File: config.mk
export PLATFORM = sky130hd
export DESIGN_NAME = spinor_cmd_monitor
export DESIGN_NICKNAME = d
export VERILOG_FILES = /design/src/rtl/spinor_mon_pkg.sv /design/src/rtl/spinor_cmd_decode.sv /design/src/rtl/spinor_sat_counter.sv /design/src/rtl/spinor_cmd_monitor.sv
export SDC_FILE = /design/constraint.sdc
export NUM_CORES = 1
export LEC_CHECK = 0
export BUFFER_PORTS_ARGS = -buffer_cell sky130_fd_sc_hd__buf_2
export CORE_MARGIN = 4
export CORE_UTILIZATION = 50
export CTS_CLUSTER_DIAMETER = 30
export DETAILED_ROUTE_END_ITERATION = 12
export PLACE_DENSITY = 0.78
export SYNTH_ARGS = -nofsm -noshare
export SYNTH_HDL_FRONTEND = slang
export SYNTH_SLANG_ARGS = --single-unit
File: constraint.sdc
create_clock -name clk -period 2.9 [get_ports clk]
set_input_delay 0.58 -clock clk [delete_from_list [all_inputs] [get_ports clk]]
set_output_delay 0.58 -clock clk [all_outputs]
set_load 0.005 [all_outputs]
File: src/rtl/spinor_mon_pkg.sv
package spinor_mon_pkg;

    localparam logic [7:0] OP_WREN  = 8'h06;
    localparam logic [7:0] OP_WRDI  = 8'h04;
    localparam logic [7:0] OP_RDSR  = 8'h05;
    localparam logic [7:0] OP_WRSR  = 8'h01;
    localparam logic [7:0] OP_READ  = 8'h03;
    localparam logic [7:0] OP_FAST  = 8'h0B;
    localparam logic [7:0] OP_PP    = 8'h02;
    localparam logic [7:0] OP_SE    = 8'h20;
    localparam logic [7:0] OP_CE_A  = 8'h60;
    localparam logic [7:0] OP_CE_B  = 8'hC7;
    localparam logic [7:0] OP_RDID  = 8'h9F;
    localparam logic [7:0] OP_RES   = 8'hAB;
    localparam logic [7:0] OP_REMS  = 8'h90;

    localparam int FLAG_W     = 3;
    localparam int FLAG_UNK   = 0;
    localparam int FLAG_NOWEL = 1;
    localparam int FLAG_ALIGN = 2;

    typedef enum logic [3:0] {
        C_UNK, C_WREN, C_WRDI, C_RDSR, C_WRSR, C_READ, C_FAST,
        C_PP, C_SE, C_CE, C_RDID, C_RES, C_REMS
    } cmd_cls_e;

    typedef enum logic [3:0] {
        S_CMD, S_ADDR, S_DUMMY, S_SEL, S_REPLY, S_DATA, S_STATUS, S_SKIP
    } mon_state_e;

endpackage

File: src/rtl/spinor_cmd_decode.sv
module spinor_cmd_decode
    import spinor_mon_pkg::*;
(
    input  logic [7:0] opcode,
    output cmd_cls_e   cls,
    output logic       needs_wel
);
    always_comb begin
        unique case (opcode)
            OP_WREN:          cls = C_WREN;
            OP_WRDI:          cls = C_WRDI;
            OP_RDSR:          cls = C_RDSR;
            OP_WRSR:          cls = C_WRSR;
            OP_READ:          cls = C_READ;
            OP_FAST:          cls = C_FAST;
            OP_PP:            cls = C_PP;
            OP_SE:            cls = C_SE;
            OP_CE_A, OP_CE_B: cls = C_CE;
            OP_RDID:          cls = C_RDID;
            OP_RES:           cls = C_RES;
            OP_REMS:          cls = C_REMS;
            default:          cls = C_UNK;
        endcase
        needs_wel = (cls == C_PP) || (cls == C_WRSR) || (cls == C_SE) || (cls == C_CE);
    end
endmodule

File: src/rtl/spinor_sat_counter.sv
module spinor_sat_counter #(
    parameter int W = 16
) (
    input  logic         clk,
    input  logic         rst_n,
    input  logic         clr,
    input  logic         inc,
    output logic [W-1:0] q
);
    localparam logic [W-1:0] TOP = {W{1'b1}};

    always_ff @(posedge clk or negedge rst_n) begin
        if (!rst_n)
            q <= '0;
        else if (clr)
            q <= '0;
        else if (inc && (q != TOP))
            q <= q + 1'b1;
    end
endmodule

File: src/rtl/spinor_cmd_monitor.sv
module spinor_cmd_monitor
    import spinor_mon_pkg::*;
#(
    parameter int CNT_W = 16,
    parameter int POS_W = 3
) (
    input  logic                clk,
    input  logic                rst_n,
    input  logic                in_valid,
    input  logic [7:0]          in_host,
    input  logic [7:0]          in_dev,
    input  logic                in_release,
    output logic                sum_valid,
    input  logic                sum_ready,
    output logic [7:0]          sum_cmd,
    output logic [23:0]         sum_addr,
    output logic [CNT_W-1:0]    sum_count,
    output logic [FLAG_W-1:0]   sum_flags,
    output logic                wel_shadow,
    output logic [7:0]          stat_byte,
    output logic [7:0]          id_mfr,
    output logic [7:0]          id_type,
    output logic [7:0]          id_dev
);
    localparam logic [POS_W-1:0] P1 = POS_W'(1);
    localparam logic [POS_W-1:0] P2 = POS_W'(2);
    localparam logic [POS_W-1:0] P3 = POS_W'(3);
    localparam logic [POS_W-1:0] P4 = POS_W'(4);
    localparam logic [POS_W-1:0] P5 = POS_W'(5);

    mon_state_e          state, nxt;
    cmd_cls_e            dec_cls, cur_cls;
    logic                dec_wel;
    logic [7:0]          cur_op;
    logic [23:0]         cur_addr;
    logic [FLAG_W-1:0]   cur_flg;
    logic                mfr_first;
    logic [POS_W-1:0]    seen;
    logic [CNT_W-1:0]    data_cnt;
    logic                take, data_inc, load_sum;

    assign take     = in_valid && !in_release;
    assign data_inc = take && ((state == S_DATA) || (state == S_STATUS));
    assign load_sum = in_release && (state != S_CMD) && (!sum_valid || sum_ready);

    spinor_cmd_decode u_dec (
        .opcode    (in_host),
        .cls       (dec_cls),
        .needs_wel (dec_wel)
    );

    spinor_sat_counter #(.W(POS_W)) u_pos (
        .clk (clk), .rst_n (rst_n), .clr (in_release), .inc (take), .q (seen)
    );

    spinor_sat_counter #(.W(CNT_W)) u_cnt (
        .clk (clk), .rst_n (rst_n), .clr (in_release), .inc (data_inc), .q (data_cnt)
    );

    // state register
    always_ff @(posedge clk or negedge rst_n) begin
        if (!rst_n) state <= S_CMD;
        else        state <= nxt;
    end

    // next-state logic
    always_comb begin
        nxt = state;
        if (in_release) begin
            nxt = S_CMD;
        end else if (in_valid) begin
            unique case (state)
                S_CMD: begin
                    unique case (dec_cls)
                        C_RDSR:                        nxt = S_STATUS;
                        C_READ, C_FAST, C_PP, C_SE:    nxt = S_ADDR;
                        C_RDID:                        nxt = S_REPLY;
                        C_RES, C_REMS:                 nxt = S_DUMMY;
                        default:                       nxt = S_SKIP;
                    endcase
                end
                S_ADDR: begin
                    if (seen == P3) begin
                        if (cur_cls == C_FAST)    nxt = S_DUMMY;
                        else if (cur_cls == C_SE) nxt = S_SKIP;
                        else                      nxt = S_DATA;
                    end
                end
                S_DUMMY: begin
                    if (cur_cls == C_FAST)                      nxt = S_DATA;
                    else if (cur_cls == C_RES && seen == P3)    nxt = S_REPLY;
                    else if (cur_cls == C_REMS && seen == P2)   nxt = S_SEL;
                end
                S_SEL:   nxt = S_REPLY;
                S_REPLY: begin
                    if ((cur_cls == C_RDID && seen == P3) ||
                        (cur_cls == C_RES) ||
                        (cur_cls == C_REMS && seen == P5))
                        nxt = S_SKIP;
                end
                S_DATA, S_STATUS, S_SKIP: nxt = state;
                default: nxt = S_CMD;
            endcase
        end
    end

    // outputs and transaction registers
    always_ff @(posedge clk or negedge rst_n) begin
        if (!rst_n) begin
            cur_cls    <= C_UNK;
            cur_op     <= '0;
            cur_addr   <= '0;
            cur_flg    <= '0;
            mfr_first  <= 1'b1;
            wel_shadow <= 1'b0;
            stat_byte  <= '0;
            id_mfr     <= '0;
            id_type    <= '0;
            id_dev     <= '0;
            sum_valid  <= 1'b0;
            sum_cmd    <= '0;
            sum_addr   <= '0;
            sum_count  <= '0;
            sum_flags  <= '0;
        end else begin
            if (sum_valid && sum_ready)
                sum_valid <= 1'b0;
            if (load_sum) begin
                sum_valid <= 1'b1;
                sum_cmd   <= cur_op;
                sum_addr  <= cur_addr;
                sum_count <= data_cnt;
                sum_flags <= cur_flg;
            end
            if (take) begin
                unique case (state)
                    S_CMD: begin
                        cur_op   <= in_host;
                        cur_cls  <= dec_cls;
                        cur_addr <= '0;
                        cur_flg  <= '0;
                        cur_flg[FLAG_UNK]   <= (dec_cls == C_UNK);
                        cur_flg[FLAG_NOWEL] <= dec_wel && !wel_shadow;
                        if (dec_cls == C_WREN) wel_shadow <= 1'b1;
                        if (dec_cls == C_WRDI) wel_shadow <= 1'b0;
                    end
                    S_ADDR: begin
                        cur_addr <= {cur_addr[15:0], in_host};
                        if (cur_cls == C_SE && seen == P3 && ({cur_addr[3:0], in_host} != 12'h000))
                            cur_flg[FLAG_ALIGN] <= 1'b1;
                    end
                    S_SEL:    mfr_first <= (in_host == 8'h00);
                    S_STATUS: begin
                        stat_byte  <= in_dev;
                        wel_shadow <= in_dev[1];
                    end
                    S_REPLY: begin
                        unique case (cur_cls)
                            C_RDID: begin
                                if (seen == P1) id_mfr  <= in_dev;
                                if (seen == P2) id_type <= in_dev;
                                if (seen == P3) id_dev  <= in_dev;
                            end
                            C_RES: id_dev <= in_dev;
                            C_REMS: begin
                                if ((seen == P4) == mfr_first) id_mfr <= in_dev;
                                else                           id_dev <= in_dev;
                            end
                            default: ;
                        endcase
                    end
                    S_DUMMY, S_DATA, S_SKIP: ;
                    default: ;
                endcase
            end
        end
    end
endmodule

==> results of run 1 <==
[metrics by stage]
| stage | util (%) | total power [mW] |
|---|---|---|
| 5_1_grt | 61.5 | 6.61 |
| 3_5_place_dp | 57.0 | 4.22 |
| 6_report | 61.5 | 6.26 |
| 4_1_cts | 61.5 | 6.32 |
| 2_1_floorplan | - | 3.64 |
| 3_3_place_gp | 57.0 | 4.16 |
[cell type report]
class / count / area (um2) / share of cell area, %
clock buffers: 24 / 502 / 6.39
clock inverters: 7 / 72.6 / 0.924
inverters: 14 / 52.6 / 0.669
multi-input cells: 376 / 2710 / 34.5
flip-flops and latches: 147 / 3680 / 46.9
well taps: 172 / 215 / 2.74
repair buffers: 114 / 624 / 7.95
[synthesized netlist by cell type, types with 2 or more instances]
library cell / instances / area [um2]
sky130_fd_sc_hd__and4_1: 3 / 26.3
sky130_fd_sc_hd__dfrtp_1: 146 / 3650
sky130_fd_sc_hd__o21ai_1: 2 / 10.0
sky130_fd_sc_hd__a31oi_1: 2 / 12.5
sky130_fd_sc_hd__mux2_2: 88 / 991
sky130_fd_sc_hd__nor3_1: 8 / 40.0
sky130_fd_sc_hd__nor2b_1: 5 / 31.3
sky130_fd_sc_hd__mux2i_1: 5 / 50.1
sky130_fd_sc_hd__buf_4: 2 / 15.0
sky130_fd_sc_hd__inv_1: 14 / 52.6
sky130_fd_sc_hd__o21ai_0: 35 / 175
sky130_fd_sc_hd__nor3_2: 3 / 30.0
sky130_fd_sc_hd__nor2_1: 27 / 101
sky130_fd_sc_hd__clkbuf_1: 18 / 67.6
sky130_fd_sc_hd__buf_2: 11 / 55.1
sky130_fd_sc_hd__o31ai_1: 5 / 37.5
sky130_fd_sc_hd__or4_1: 2 / 15.0
sky130_fd_sc_hd__a211oi_1: 4 / 30.0
sky130_fd_sc_hd__ha_1: 11 / 138
sky130_fd_sc_hd__a41oi_1: 3 / 26.3
sky130_fd_sc_hd__nand4_1: 5 / 31.3
sky130_fd_sc_hd__or3_1: 7 / 43.8
sky130_fd_sc_hd__nand3_1: 17 / 85.1
sky130_fd_sc_hd__nand2_1: 77 / 289
sky130_fd_sc_hd__nand2b_1: 3 / 18.8
sky130_fd_sc_hd__or4bb_1: 2 / 22.5
sky130_fd_sc_hd__and3_1: 2 / 12.5
sky130_fd_sc_hd__xor2_1: 6 / 52.6
sky130_fd_sc_hd__o22ai_1: 3 / 18.8
sky130_fd_sc_hd__a21oi_1: 15 / 75.1
sky130_fd_sc_hd__nor4_1: 4 / 25.0
sky130_fd_sc_hd__xnor2_1: 6 / 52.6
[report_power, final]
group / internal, mW / switching, mW / total [mW]
clock: 1.29 / 0.811 / 2.10
sequential: 2.44 / 0.278 / 2.72
combinational: 0.689 / 0.751 / 1.44
total: 4.42 / 1.84 / 6.26
[per-layer routing]
metal  global-route usage [%]  vias to the layer above
met2                     32.9                      122
li1                         -                     2223
met1                     26.0                     2358
met4                     8.82                        0
met3                     4.79                       25
met5                        0                        -
[cells in the final DEF, fill, tap and decap left out, drive strengths merged, types with 2 or more instances in the layout]
cell type and count:
and3 2, nor4 4, buf 114, or4bb 2, nand2 77, nor2b 5
mux2i 5, xnor2 6, and4 3, nand4 5, ha 11, nor3 11
a21oi 15, a221oi 2, inv 15, o31ai 6, dfrtp 146, nand3 18
or3 7, nor2 27, o22ai 3, nand2b 3, clkinvlp 2, clkbuf 24
mux2 88, a211oi 5, clkinv 3, xor2 6, o21ai 37, a31oi 3
a41oi 3, or4 3
[state kept, by name, indices dropped and copies added (netlist names), 3 cells and up]
| name | cells |
|---|---|
| cur_flg | 3 |
| cur_addr | 24 |
| id_dev | 8 |
| sum_cmd | 8 |
| cur_cls | 4 |
| u_cnt.q | 16 |
| id_type | 8 |
| stat_byte | 8 |
| sum_count | 16 |
| sum_addr | 24 |
| u_pos.q | 3 |
| state | 3 |
| sum_flags | 3 |
| cur_op | 8 |
| id_mfr | 8 |
[how the worst max path moves through the flow]
stage,from,to,cells after the start
floorplan,in_host[1],cur_flg[1]$_DFFE_PN0P_,9
global placement,in_host[0],cur_flg[1]$_DFFE_PN0P_,9
detailed placement,in_host[0],cur_flg[1]$_DFFE_PN0P_,9
CTS,in_host[0],cur_flg[1]$_DFFE_PN0P_,9
global route,in_host[0],cur_flg[1]$_DFFE_PN0P_,9
finish,in_host[0],cur_flg[1]$_DFFE_PN0P_,9
[kinds of logic after synthesis]
logic type                 after synthesis  synth area share [%]
and+or+nand+nor                        173                  13.1
DFF                                    147                  55.8
muxes                                   93                  15.8
AOI/OAI and AO/OA                       86                  8.33
buffers and inverters                   47                  3.11
xor gates and xnor gates                12                  1.59
adders and majority gates               12                  2.24
==> results.md, run 1 <==
* Run status: complete, no violations
* Layout fillers at 1009
* Final nets at 702
* Antenna violations before repair at 0
* Count of flip-flops with a built-in enable after synthesis at 0
* Number of cells on the worst reg-to-reg path at 5
* Worst Hold Class: in2async
* Synthesized Nets at 602
* Crit end category: flop
* Launch instance of the worst register-to-register path: state[1]$_DFFE_PN0P_
* Flip-flop and latch count after synthesis at 147
* Total placed instance area at 7280 um2
* Minimum period implied by the final worst setup slack at 2.40 ns
* GRT overflow at 0
* DP Cell Count at 823
* Power Density at 798 nW/um2
* Via total after detailed routing at 4728
* Crit path largest cell delay at 0.59 ns
* Routed wl met3 at 672 um
* Highest routing layer actually used: met4
* Predominant post-synthesis flop cell: sky130_fd_sc_hd__dfrtp_1
* Actual transition at the worst max-transition pin at 0.692 ns
* Worst path buffer plus inverter count at 2
* Number of hold violations in the final report at 0
* Remaining routing DRC violations at 0
* Maximum number of pins on one net before global-route repair at 75
* Clock transition at the registers of the reported paths at 0.06 ns
* Via density per instance at 5.54
* Maxcap violations at 0
* Last weighted congestion value of the routability-driven placer at 0.913
* Combined global-route utilization of all metal layers at 20.3%
* Maximum clock frequency at 416 MHz
* Aggregate negative setup slack at 0 ns
* Layout Skew at 0.00833 ns
* Unique masters post-synth at 61
* Family of cells with the greatest summed delay on the critical path: simple AND/OR/NAND/NOR gates
* Sequential fraction of the synthesis area at 55.8%
* Placeable core region at 12800 um2
* Max-slew headroom at the worst pin at 53.9%
* CTS tree: done
* LEAKAGE at 3.86 nW
* Final instance count without filler cells at 854
* H-Tree Level Count at 4
* PortBufs at 105
* Final HPWL DP at 9920 um
* Reg2reg setup slack at 0.61 ns
* Peak VDD IR at 0.396 mV
* Final hold slack at 0.172 ns
* Post-DRT Antenna Nets at 0
* Vias in the first global route at 4900
* Chip Height at 123 um
* Area growth from synthesis to layout at 19.2%
* Worst endpoint required time at 3.23 ns
* Kind of critical path: in2reg
* Cell Chain, Critical Path: buf_2 -> or4_4 -> nor4b_4 -> a221oi_1 -> inv_1 -> ha_1 -> nor2_1 -> o32a_1 -> o31ai_2
* Data arrival time at the worst-slack endpoint at 2.73 ns
* Detailed-route wire length per cell at 16.8 um
* Number of hold buffers added after cts at 0
* Antenna diode instance count at 0
* Cell area after layout at 7850 um2
* Clock latency on the worst-skew pair at 0.42 ns
* Unrepaired setup endpoints after global routing: false
* Cells resized by post-CTS repair at 0
* Total setup violations reported at the end of the flow at 0
* Period utilization at 82.9%
* Post-synthesis cell count at 570
* Overall die area at 15100 um2
* Chip width at 123 um
* Place WS at 0.0902 ns
* Routed wl met2 at 7170 um
* Number of top-level pins at 106
* Reg2reg end: sum_addr[13]$_DFFE_PN0P_
* Number of DRC violations after detailed-routing iteration 0 at 293
* Number of CTS-inserted buffers at 17
* Final worst setup slack at 0.496 ns
* Total Routed Length at 14400 um
* CP max stage cell: sky130_fd_sc_hd__or4_4
* Startpoint class of the critical path: primary input
* Wire length of the first global-routing pass at 24000 um
* Warnings, synthesis at 0
* Cell area after synthesis at 6590 um2
* Clock sink count at 147
* Master cell of the clock root buffer: sky130_fd_sc_hd__clkbuf_16
* M1 WL at 6250 um
* Detailed Routing Iterations Pass 1 at 4
* Post-CTS setup-driven buffer insertion count at 0
* Proportion of register bits with asynchronous set or reset after synthesis at 100%
* Final Max Tran Viols at 0
* Effective utilization at floorplan at 51.6%
* Layout cell share with drive strength beyond 1 at 36.1%
* Largest buffer count on any clock path at 2
* Standard-cell row count at 41
* Crit Path Max Fanout at 9
* Syn avg cell area at 11.6 um2
No activity file was read; power rests on OpenSTA's default activity.
==> inputs of run 2 (changes only) <==
==> constraint.sdc (replaced) <==
create_clock -name clk -period 2.5 [get_ports clk]
set_input_delay 0.5 -clock clk [delete_from_list [all_inputs] [get_ports clk]]
set_output_delay 0.5 -clock clk [all_outputs]
set_load 0.005 [all_outputs]
==> run 2 against run 1 <==
  * First-iteration DRC count up 7.5%
  * Largest power group unchanged
  * Combinational power up 20%
  * Clock skew down 0.00061 ns
  * Sequential power up 16%
  * Die area unchanged
  * Non-clock buffer count up 16
  * Worst setup slack worse by 0.18 ns
  * Highest routed layer unchanged
  * Flip-flop and latch count unchanged
  * Clock power up 28%
  * Clock-buffer cell count down 2
==> results.md, run 2 (synthesis results as in run 1) <==
* Most frequent cells in the layout: sky130_fd_sc_hd__dfrtp_1, sky130_fd_sc_hd__buf_2, sky130_fd_sc_hd__mux2_2, sky130_fd_sc_hd__nand2_1, sky130_fd_sc_hd__o21ai_0
* Worst Hold Class: in2async
* Final HPWL DP at 10200 um
* Final Max Tran Viols at 0
* Clock transition at the registers of the reported paths at 0.05 ns
* Total Routed Length at 14600 um
* Antenna violations before repair at 0
* Number of hold violations in the final report at 0
* Vias in the first global route at 5049
* Crit end category: flop
* Chip Height at 123 um
* Layout fillers at 990
* Place WS at -0.0927 ns
* Last weighted congestion value of the routability-driven placer at 0.935
* Layout cell share with drive strength beyond 1 at 37.5%
* Final nets at 718
* Number of DRC violations after detailed-routing iteration 0 at 315
* Number of CTS-inserted buffers at 17
* Final instance count without filler cells at 870
* GRT overflow at 0
* Maximum clock frequency at 457 MHz
* Post-CTS setup-driven buffer insertion count at 0
* Kind of critical path: in2reg
* Aggregate negative setup slack at 0 ns
* Maximum number of pins on one net before global-route repair at 61
* Crit Path Max Fanout at 8
* Effective utilization at floorplan at 51.6%
* Run status: complete, no violations
* Via density per instance at 5.52
* Routed wl met3 at 850 um
* LEAKAGE at 3.97 nW
* DP Cell Count at 839
* Period utilization at 87.4%
* Antenna diode instance count at 0
* Total setup violations reported at the end of the flow at 0
* Cells resized by post-CTS repair at 0
* Peak VDD IR at 0.601 mV
* Final core occ at 62.8%
* CTS tree: done
* Wire length of the first global-routing pass at 24700 um
* Max-slew headroom at the worst pin at 57.4%
* H-Tree Level Count at 4
* Layout Skew at 0.00772 ns
* Biggest registers after layout: cur_addr (24), sum_addr (24)
* Master cell of the clock root buffer: sky130_fd_sc_hd__clkbuf_16
* Detailed Routing Iterations Pass 1 at 6
* Routed wl met2 at 7310 um
* Placeable core region at 12800 um2
* Startpoint class of the critical path: primary input
* Power Density at 941 nW/um2
* Standard-cell row count at 41
* Clock sink count at 147
* Actual transition at the worst max-transition pin at 0.639 ns
* Data arrival time at the worst-slack endpoint at 2.53 ns
* Leading cell type in the layout, fill and taps excluded: sky130_fd_sc_hd__dfrtp_1
* Unrepaired setup endpoints after global routing: false
* Area growth from synthesis to layout at 21.8%
* Number of hold buffers added after cts at 0
* Maxcap violations at 0
* PortBufs at 105
* Detailed-route wire length per cell at 16.8 um
* Minimum period implied by the final worst setup slack at 2.19 ns
* Clock latency on the worst-skew pair at 0.42 ns
* Remaining routing DRC violations at 0
* Reg2reg setup slack at 0.35 ns
* Via total after detailed routing at 4805
* M1 WL at 6220 um
* Chip width at 123 um
* Highest routing layer actually used: met4
* Worst endpoint required time at 2.84 ns
* Number of top-level pins at 106
* Largest buffer count on any clock path at 2
* Final worst setup slack at 0.314 ns
* Overall die area at 15100 um2
* Combined global-route utilization of all metal layers at 21.0%
* Post-DRT Antenna Nets at 0
* Post-route total power at 7.55 mW
[run 2: cell types whose count changed in the layout (fill, tap and decap cells not counted), sizes merged]
| cell | previous run | this run |
|---|---|---|
| inv | 15 | 14 |
| bufinv | 1 | 4 |
| clkinvlp | 2 | 0 |
| buf | 114 | 130 |
| clkinv | 3 | 5 |
| clkbuf | 24 | 22 |
[run 2: worst paths after layout]
kind                                       start                  endpoint  cells past startpoint
hold reg to reg            cur_op[3]$_DFFE_PN0P_     cur_op[3]$_DFFE_PN0P_                      2
hold / removal                             rst_n    sum_cmd[1]$_DFFE_PN0P_                      1
min in group clk                       sum_ready     sum_valid$_DFFE_PN0P_                      3
setup / recovery                      in_host[0]    wel_shadow$_DFFE_PN0P_                     11
max in group asynchronous                  rst_n  sum_addr[18]$_DFFE_PN0P_                      2
setup reg to reg            state[1]$_DFFE_PN0P_   u_cnt.q[13]$_DFFE_PN0P_                      5
[run 2: layout make-up]
| class | instances | area (um2) | area share, % |
|---|---|---|---|
| repair buffers | 130 | 744 | 9.28 |
| well taps | 172 | 215 | 2.68 |
| multi-input cells | 376 | 2710 | 33.7 |
| flip-flops and latches | 147 | 3680 | 45.8 |
| clock buffers | 22 | 474 | 5.91 |
| inverters | 14 | 52.6 | 0.655 |
| clock inverters | 9 | 153 | 1.90 |
[run 2: power by group]
group          switching, mW  total (mW)  internal [mW]
clock                  0.938        2.68           1.74
sequential             0.310        3.15           2.84
combinational          0.891        1.73          0.837
[run 2: per-layer routing]
metal / up-vias / global-route usage [%]
li1: 2249 / -
met1: 2387 / 27.0
met2: 150 / 33.7
met3: 19 / 6.31
met4: 0 / 8.12
met5: - / 0
[run 2: critical path, cell delays in order]
cell	delay, ns
sky130_fd_sc_hd__buf_2	0.10
sky130_fd_sc_hd__buf_4	0.15
sky130_fd_sc_hd__nand2_1	0.08
sky130_fd_sc_hd__xnor2_1	0.14
sky130_fd_sc_hd__a221oi_1	0.59
sky130_fd_sc_hd__inv_1	0.16
sky130_fd_sc_hd__ha_1	0.25
sky130_fd_sc_hd__nor2_1	0.11
sky130_fd_sc_hd__nor2_1	0.05
sky130_fd_sc_hd__a31oi_1	0.21
sky130_fd_sc_hd__mux2i_1	0.20
[run 2: stage by stage]
| stage | hold WS, ns | instance area (um2) |
|---|---|---|
| after detailed placement | 0.470 | 7400 |
| after floorplan | 0.204 | 6590 |
| after global placement | 0.456 | 7400 |
| after global routing | 0.0748 | 8030 |
| final | 0.0487 | 8030 |
| after CTS | 0.0543 | 8030 |
==> inputs of run 3 (changes only) <==
--- a/config.mk
+++ b/config.mk
@@ -7,10 +7,10 @@
 export LEC_CHECK = 0
 export BUFFER_PORTS_ARGS = -buffer_cell sky130_fd_sc_hd__buf_2
 export CORE_MARGIN = 4
-export CORE_UTILIZATION = 50
+export CORE_UTILIZATION = 56
 export CTS_CLUSTER_DIAMETER = 30
 export DETAILED_ROUTE_END_ITERATION = 12
-export PLACE_DENSITY = 0.78
+export PLACE_DENSITY = 0.85
 export SYNTH_ARGS = -nofsm -noshare
 export SYNTH_HDL_FRONTEND = slang
 export SYNTH_SLANG_ARGS = --single-unit
==> run 3 against run 2 <==
  * Maximum frequency up 1.2%
  * Global-route usage up 1.6 points
  * Non-clock buffer count down 3
  * Worst setup slack better by 0.025 ns
  * Flip-flop and latch count unchanged
  * Sequential share of layout area up 0.20 points
  * Die area down 10%
  * Critical path depth down 2
  * Total power up 0.27%
  * Worst hold slack better by 0.022 ns
==> results.md, run 3 (synthesis results as in run 1) <==
* Via total after detailed routing at 4750
* Final hold slack at 0.0703 ns
* CTS tree: done
* Reg2reg end: state[0]$_DFFE_PN0P_
* Most frequent cells in the layout: sky130_fd_sc_hd__dfrtp_1, sky130_fd_sc_hd__buf_2, sky130_fd_sc_hd__mux2_2, sky130_fd_sc_hd__nand2_1, sky130_fd_sc_hd__o21ai_0
* Antenna violations before repair at 0
* Post-DRT Antenna Nets at 0
* Total placed instance area at 7350 um2
* Launch instance of the worst register-to-register path: state[1]$_DFFE_PN0P_
* GRT overflow at 0
* Number of top-level pins at 106
* Clock sink count at 147
* Area growth from synthesis to layout at 21.2%
* Final worst setup slack at 0.339 ns
* Maximum clock frequency at 463 MHz
* Chip width at 116 um
* Crit end category: flop
* Total Routed Length at 14200 um
* Maxcap violations at 0
* Peak VDD IR at 0.744 mV
* Number of CTS-inserted buffers at 17
* Max-slew headroom at the worst pin at 58.5%
* Biggest registers after layout: cur_addr (24), sum_addr (24)
* Place WS at -0.0975 ns
* Wire length of the first global-routing pass at 23900 um
* DP Cell Count at 807
* Number of hold buffers added after cts at 0
* Number of DRC violations after detailed-routing iteration 0 at 378
* Via density per instance at 5.66
* Run status: complete, no violations
* Overall die area at 13600 um2
* Worst Hold Class: in2async
* Detailed Routing Iterations Pass 1 at 4
* Post-route total power at 7.57 mW
* Master cell of the clock root buffer: sky130_fd_sc_hd__clkbuf_16
* Kind of critical path: in2reg
* Cell area after layout at 7990 um2
* Final nets at 715
* Standard-cell row count at 39
* Clock transition at the registers of the reported paths at 0.05 ns
* Post-CTS setup-driven buffer insertion count at 0
* Layout cell share with drive strength beyond 1 at 37.4%
* Detailed-route wire length per cell at 16.9 um
* Placeable core region at 11500 um2
* Final Max Tran Viols at 0
* Clock latency on the worst-skew pair at 0.42 ns
* CP max stage cell: sky130_fd_sc_hd__or4_4
* Startpoint class of the critical path: primary input
* Remaining routing DRC violations at 0
* H-Tree Level Count at 4
* Layout Skew at 0.00599 ns
* Unrepaired setup endpoints after global routing: false
* Number of cells on the worst reg-to-reg path at 7
* Number of hold violations in the final report at 0
* Chip Height at 116 um
* Effective utilization at floorplan at 57.5%
* Startpoint of the worst setup timing path: in_host[2]
* Combined global-route utilization of all metal layers at 22.6%
* Final HPWL DP at 9770 um
* Cells resized by post-CTS repair at 0
* PortBufs at 105
* Minimum period implied by the final worst setup slack at 2.16 ns
* Period utilization at 86.4%
* Final instance count without filler cells at 839
* Reg2reg setup slack at 0.39 ns
* Largest buffer count on any clock path at 2
* Vias in the first global route at 4864
* Power Density at 948 nW/um2
* Leading cell type in the layout, fill and taps excluded: sky130_fd_sc_hd__dfrtp_1
* Antenna diode instance count at 0
* Last weighted congestion value of the routability-driven placer at 0.969
* LEAKAGE at 3.96 nW
* Maximum number of pins on one net before global-route repair at 68
* Worst endpoint required time at 2.82 ns
* Data arrival time at the worst-slack endpoint at 2.48 ns
* Aggregate negative setup slack at 0 ns
* Family of cells with the greatest summed delay on the critical path: simple AND/OR/NAND/NOR gates
* Cell Chain, Critical Path: buf_2 -> or4_4 -> nor4b_4 -> a221oi_1 -> inv_1 -> ha_1 -> nor2_1 -> o32a_1 -> o31ai_2
* Crit Path Max Fanout at 10
* Crit path largest cell delay at 0.51 ns
* Total setup violations reported at the end of the flow at 0
* Worst path buffer plus inverter count at 2
* Actual transition at the worst max-transition pin at 0.623 ns
* Final core occ at 69.7%
[run 3: cell count changes in the layout (fill, tap and decap cells not counted), sizes merged]
cell | before | now
buf | 130 | 127
clkinv | 5 | 3
clkinvlp | 0 | 2
clkbuf | 22 | 23
[run 3: area by class of cell]
type                            count  area (um2)
Sequential cell                   147        3680
Clock buffer                       23         488
Clock inverter                      9         150
Timing Repair Buffer              127         734
Fill cell                         794        3480
Inverter                           14        52.6
Tap cell                          143         179
Multi-Input combinational cell    376        2710
[run 3: routing by layer]
layer	routed length, um	track usage (%)	vias to the layer above
li1	-	-	2240
met1	6040	28.9	2315
met2	6880	36.3	166
met3	864	5.34	29
met4	393	11.1	0
met5	0	0	-
[run 3: power by group]
group / internal (mW) / switching [mW] / total, mW / leakage (nW)
sequential: 2.84 / 0.311 / 3.15 / 1.99
combinational: 0.834 / 0.881 / 1.72 / 1.67
clock: 1.77 / 0.942 / 2.71 / 0.309
[run 3: worst max-delay path by stage]
stage | to | slack [ns] | depth (start not counted)
finish | cur_flg[1]$_DFFE_PN0P_ | 0.34 | 9
global route | wel_shadow$_DFFE_PN0P_ | 0.15 | 11
CTS | wel_shadow$_DFFE_PN0P_ | 0.33 | 11
detailed placement | cur_flg[1]$_DFFE_PN0P_ | -0.1 | 9
global placement | cur_flg[1]$_DFFE_PN0P_ | 0.04 | 9
floorplan | cur_flg[1]$_DFFE_PN0P_ | 0.03 | 9
